<file path="src/rtl/scroll_addr_gen.sv">
module scroll_addr_gen #(
  parameter int AW        = 13,
  parameter int WIN_W     = 7,
  parameter int OFS_W     = 10,
  parameter int WIN_SHIFT = 6,
  parameter int OFS_SHIFT = 3,
  parameter int ROW_W     = 3
) (
  input  logic             clk,
  input  logic             rst_n,
  input  logic             hblank,
  input  logic             vblank,
  input  logic             char_mode,
  input  logic [WIN_W-1:0] win_start,
  input  logic [WIN_W-1:0] win_end,
  input  logic [OFS_W-1:0] scroll_ofs,
  output logic [AW-1:0]    disp_addr,
  output logic [ROW_W-1:0] row_in_char
);
  localparam int XW = AW + 1;

  logic [AW-1:0]    cnt, line_base;
  logic [ROW_W-1:0] row;
  logic             hb_q;
  logic [WIN_W-1:0] lo_q, hi_q;
  logic [OFS_W-1:0] ofs_q;

  wire active  = ~hblank & ~vblank;
  wire hb_rise = hblank & ~hb_q & ~vblank;

  always_ff @(posedge clk or negedge rst_n) begin
    if (!rst_n) begin
      cnt       <= '0;
      line_base <= '0;
      row       <= '0;
      hb_q      <= 1'b0;
      lo_q      <= '0;
      hi_q      <= '0;
      ofs_q     <= '0;
    end else begin
      hb_q <= hblank;
      if (vblank) begin
        cnt       <= '0;
        line_base <= '0;
        row       <= '0;
        lo_q      <= win_start;
        hi_q      <= win_end;
        ofs_q     <= scroll_ofs;
      end else if (active) begin
        cnt <= cnt + 1'b1;
      end else if (hb_rise && char_mode) begin
        row <= row + 1'b1;
        if (row == '1) line_base <= cnt;
        else           cnt       <= line_base;
      end
    end
  end

  logic [XW-1:0] w_lo, w_hi, span, offs, sum, wrapped;
  logic          in_win;

  assign w_lo    = XW'(lo_q) << WIN_SHIFT;
  assign w_hi    = XW'(hi_q) << WIN_SHIFT;
  assign span    = w_hi - w_lo;
  assign offs    = XW'(ofs_q) << OFS_SHIFT;
  assign sum     = XW'(cnt) + offs;
  assign in_win  = (XW'(cnt) >= w_lo) && (XW'(cnt) < w_hi);
  assign wrapped = (sum >= w_hi) ? (sum - span) : sum;

  assign disp_addr   = (!char_mode && in_win) ? wrapped[AW-1:0] : cnt;
  assign row_in_char = row;

  AST_VB_CLEAR: assert property (@(posedge clk) disable iff (!rst_n)
    vblank |=> (cnt == '0 && row == '0));
  AST_HB_HOLD: assert property (@(posedge clk) disable iff (!rst_n)
    (hblank && !vblank && !char_mode) |=> $stable(cnt));
  AST_ROW_STEP: assert property (@(posedge clk) disable iff (!rst_n)
    (hb_rise && char_mode) |=> (row == ROW_W'($past(row) + 1'b1)));
  AST_FRAME_SAMPLE: assert property (@(posedge clk) disable iff (!rst_n)
    !vblank |=> ($stable(lo_q) && $stable(hi_q) && $stable(ofs_q)));
  AST_STAY_IN_WIN: assert property (@(posedge clk) disable iff (!rst_n)
    (!char_mode && in_win && offs <= span)
      |-> ({1'b0, disp_addr} >= w_lo && {1'b0, disp_addr} < w_hi));
endmodule

</file>
<file path="config.mk">
export PLATFORM = sky130hd
export DESIGN_NAME = scroll_addr_gen
export DESIGN_NICKNAME = d
export VERILOG_FILES = /design/src/rtl/scroll_addr_gen.sv
export SDC_FILE = /design/constraint.sdc
export NUM_CORES = 1
export LEC_CHECK = 0
export BUFFER_PORTS_ARGS = -buffer_cell sky130_fd_sc_hd__buf_2
export CAP_MARGIN = 15
export CORE_MARGIN = 2
export CORE_UTILIZATION = 45
export DETAILED_ROUTE_END_ITERATION = 8
export GPL_ROUTABILITY_DRIVEN = 0
export HOLD_SLACK_MARGIN = 0.15
export PLACE_DENSITY_LB_ADDON = 0.08
export SETUP_SLACK_MARGIN = 0.02
export SYNTH_ARGS = -nofsm -noshare
export SYNTH_HDL_FRONTEND = slang
export SYNTH_SLANG_ARGS = --single-unit
export TNS_END_PERCENT = 50
</file>
<file path="constraint.sdc">
create_clock -name clk -period 13.8 [get_ports clk]
set_input_delay 4.14 -clock clk [delete_from_list [all_inputs] [get_ports clk]]
set_output_delay 4.14 -clock clk [all_outputs]
set_load 0.02 [all_outputs]
</file>
==> flow_metrics.tcl <==
set metrics [dict create \
    grt_start_max_net_pins 68 \
    fin_tns_setup_ns 0 \
    p_leak_nw 2.22 \
    num_vias 3465 \
    ir_worst_vdd_v 0.0000550 \
    cts.sinks 54 \
    cts_tree "yes" \
    ys_ff_latch 54 \
    fp.coreArea_um2 9200 \
    r2r_setup_slack_ns 11.33 \
    critPathCaptureType "output pin" \
    status "finished, final reports clean" \
    maxCapViolations 0 \
    dp_cells 623 \
    start_util_pct 46.0 \
    yosysTopAreaCellShare_pct 31.9 \
    synth_common_cells "nand2_1, dfrtp_1, ha_1" \
    swShare_pct 36.2 \
    wl_per_cell_um 15.5 \
    syn-num-nets 569 \
    ff_latch_area_um2 1350 \
    setup_viol 0 \
    postCtsSetupRepairBufs 0 \
    max_freq_mhz 102 \
    cts_max_level 2 \
    synthArstFlopShare_pct 100 \
    synth_compound_area_share_pct 19.7 \
    required_ns 9.66 \
    cts_resized 0 \
    grt.overflow.total 0 \
    die-area_um2 10200 \
    die_w_um 101 \
    worstSetupStartpointType "input port" \
    yosysUniqueCellTypes 61 \
    arrival_ns 5.65 \
    crit_slowest_cell "a211oi_1" \
    crit_start "char_mode" \
    hold_buffers 0 \
    drcViolationCount 0 \
    first_pass_iters 4 \
    worst_skew_pair.late_latency_ns 0.32 \
    rsz0062_at_grt "false" \
    synth.area.top_cells "dfrtp_1, ha_1, nand2_1, o21ai_0, a21oi_1" \
    grt_pass1_wl_mm 16.4 \
    worst-r2r-cell-count 6 \
    synthXorXnorAreaFrac_pct 3.93 \
    path_max_fanout 21 \
    place_hpwl_mm 7.23 \
    grt_pass1_vias 3363 \
    routed_wl_mm 9.75 \
    viasPerCell 5.50 \
    fill_cells 880 \
    synth_fa_ha_area_share_pct 17.5 \
    grt_usage_pct 20.2 \
    hold_viol 0 \
    rows 35 \
    max_stage_delay_ns 0.24 \
    synth_top_family_by_area "compound AO/OA/AOI/OAI gates" \
    pwr-share-comb_pct 37.8 \
    synth-edff-count 0 \
    syn-mean-instance-area_um2 8.73 \
    clockBufferDepth 2 \
    crit_buf_inv 3 \
    crit_end "disp_addr[2]" \
    ant_nets 0 \
    nets 603 \
    synth_area_leader_cell "dfrtp_1" \
    slew_violations 0 \
    pwr-share-clk_pct 22.0 \
    timing.slew.headroom_pct 39.7 \
    p_seq_share_pct 40.2 \
    hp-class "reg -> reg" \
    hold_path_depth 2 \
    cts_inserted_buffers 5 \
    yosysSeqAreaShare_pct 31.9 \
    finalInstanceArea_um2 4610 \
    cp.depth 8 \
    synth_flop_cell "dfrtp_1" \
    clockRootBuffer "clkbuf_8" \
    rr_startpoint "row_in_char[0]$_DFFE_PN0P_" \
    diodes 0 \
    drt-initial-drc-count 104 \
    finalCriticalPeriod_ns 9.79 \
    power_density_nw_per_um2 93.4 \
    path_clk_slew_ns 0.11 \
    cp_cell_sequence "buf_2, a211oi_1, o21ai_0, a211oi_1, o311ai_2, buf_4, o31ai_1, buf_2" \
    p_int_mw 0.274 \
    rr_endpoint "cnt[9]$_DFFE_PN0P_" \
    netlist_area_um2 4230 \
    io_pins 45 \
    syn_inst 485 \
    crit_type "in -> out" \
    yosys_warnings 0 \
    muxShareOfSynthArea_pct 5.47 \
    layout-drive-gt1-share_pct 15.8 \
    fin_cells 630 \
    synth_simple_gate_area_share_pct 14.9 \
    fin_crit_sh_pct 70.9 \
    antenna_found_initial 0 \
    fin_worst_skew_ns 0.00612 \
    die_y_um 101 \
    worstMarginPinSlew_ns 0.901 \
    switchingPower_mw 0.156 \
    synth_most_common_cell "nand2_1" \
    multi_input_area_um2 2610 \
    syn_to_final_growth_pct 8.81 \
    dpl_cell_area_um2 4520 \
    io_buffers 44 \
    crit_family "compound AO/OA/AOI/OAI gates" \
]
-- state kept, by name, summed over array words and instances, names as in the netlist --
| name | flops |
|---|---|
| ofs_q | 10 |
| cnt | 13 |
| hi_q | 7 |
| hb_q | 1 |
| row_in_char | 3 |
| lo_q | 7 |
| line_base | 13 |
-- layer usage --
metal | global-route usage (%) | vias to the layer above | part of all wire (%)
li1 | - | 1749 | -
met1 | 27.6 | 1657 | 48
met5 | 0 | - | 0
met2 | 34.6 | 53 | 48
met3 | 2.29 | 6 | 2.8
met4 | 3.95 | 0 | 0.76
-- power by group through the flow --
stage	Clock, mW	Sequential (mW)	Combinational (mW)
2_1_floorplan	0	0.174	0.131
5_1_grt	0.105	0.174	0.185
6_report	0.0945	0.173	0.163
4_1_cts	0.0984	0.173	0.164
3_3_place_gp	0	0.176	0.161
3_5_place_dp	0	0.176	0.163
-- worst min-delay path by stage --
stage / endpoint / startpoint / slack [ns]
4_1_cts: line_base[6]$_DFFE_PN0P_ / line_base[6]$_DFFE_PN0P_ / 0.53
3_3_place_gp: ofs_q[8]$_DFFE_PN0P_ / ofs_q[8]$_DFFE_PN0P_ / 0.51
5_1_grt: line_base[5]$_DFFE_PN0P_ / line_base[5]$_DFFE_PN0P_ / 0.55
6_report: line_base[9]$_DFFE_PN0P_ / line_base[9]$_DFFE_PN0P_ / 0.54
2_1_floorplan: ofs_q[0]$_DFFE_PN0P_ / ofs_q[0]$_DFFE_PN0P_ / 0.48
3_5_place_dp: line_base[6]$_DFFE_PN0P_ / line_base[6]$_DFFE_PN0P_ / 0.51
-- layout by cell type, fill, tap and decap left out, types with 3 or more instances in the layout --
cell type	netlist	routed
dfrtp_1	54	54
a21o_1	6	6
o21a_1	6	6
xor2_1	8	8
nand3_1	3	3
nand4_1	3	3
mux2i_1	7	7
nand2_1	65	65
buf_2	3	44
fa_1	7	7
o21ai_0	36	36
a21oi_1	35	35
a22oi_1	3	3
nor2_1	36	36
nor3_1	8	8
a211oi_1	5	5
xnor2_1	11	11
and3_1	3	3
buf_4	2	3
ha_1	48	48
clkbuf_8	0	5
or3_1	3	3
inv_1	46	46
mux2_2	13	13
o211ai_1	5	5
nand2b_1	4	4
o21ai_1	4	4
o31ai_1	3	3
-- kinds of logic after synthesis --
logic type	count (synthesis)
fa+ha+maj	55
compound gates	129
mux	21
xor+xnor	19
simple gates	140
buf+inv	67
flops	54
-- final cells by class --
| cell class | count | share of cell area, % |
|---|---|---|
| clock buffers | 5 | 1.49 |
| flip-flops and latches | 54 | 29.3 |
| multi-input cells | 364 | 56.7 |
| well taps | 111 | 3.02 |
| repair buffers | 47 | 5.27 |
| inverters | 47 | 3.83 |
| clock inverters | 2 | 0.380 |
-- per-stage QoR --
| stage | power (mW) | utilization (%) | hold slack [ns] | setup WS, ns |
|---|---|---|---|---|
| 2_1_floorplan | 0.304 | - | 0.485 | 4.13 |
| 3_5_place_dp | 0.340 | 49.1 | 0.515 | 4.00 |
| 6_report | 0.430 | 50.1 | 0.535 | 4.01 |
| 4_1_cts | 0.436 | 50.1 | 0.533 | 4.00 |
| 5_1_grt | 0.464 | 50.1 | 0.550 | 3.83 |
| 3_3_place_gp | 0.337 | 49.1 | 0.507 | 4.04 |
-- worst min-delay path, cell delays in order (launching register included) --
cell	delay (ns)
dfrtp_1	0.39
nand2_1	0.06
a21oi_1	0.06
No activity file was read; power rests on OpenSTA's default activity.
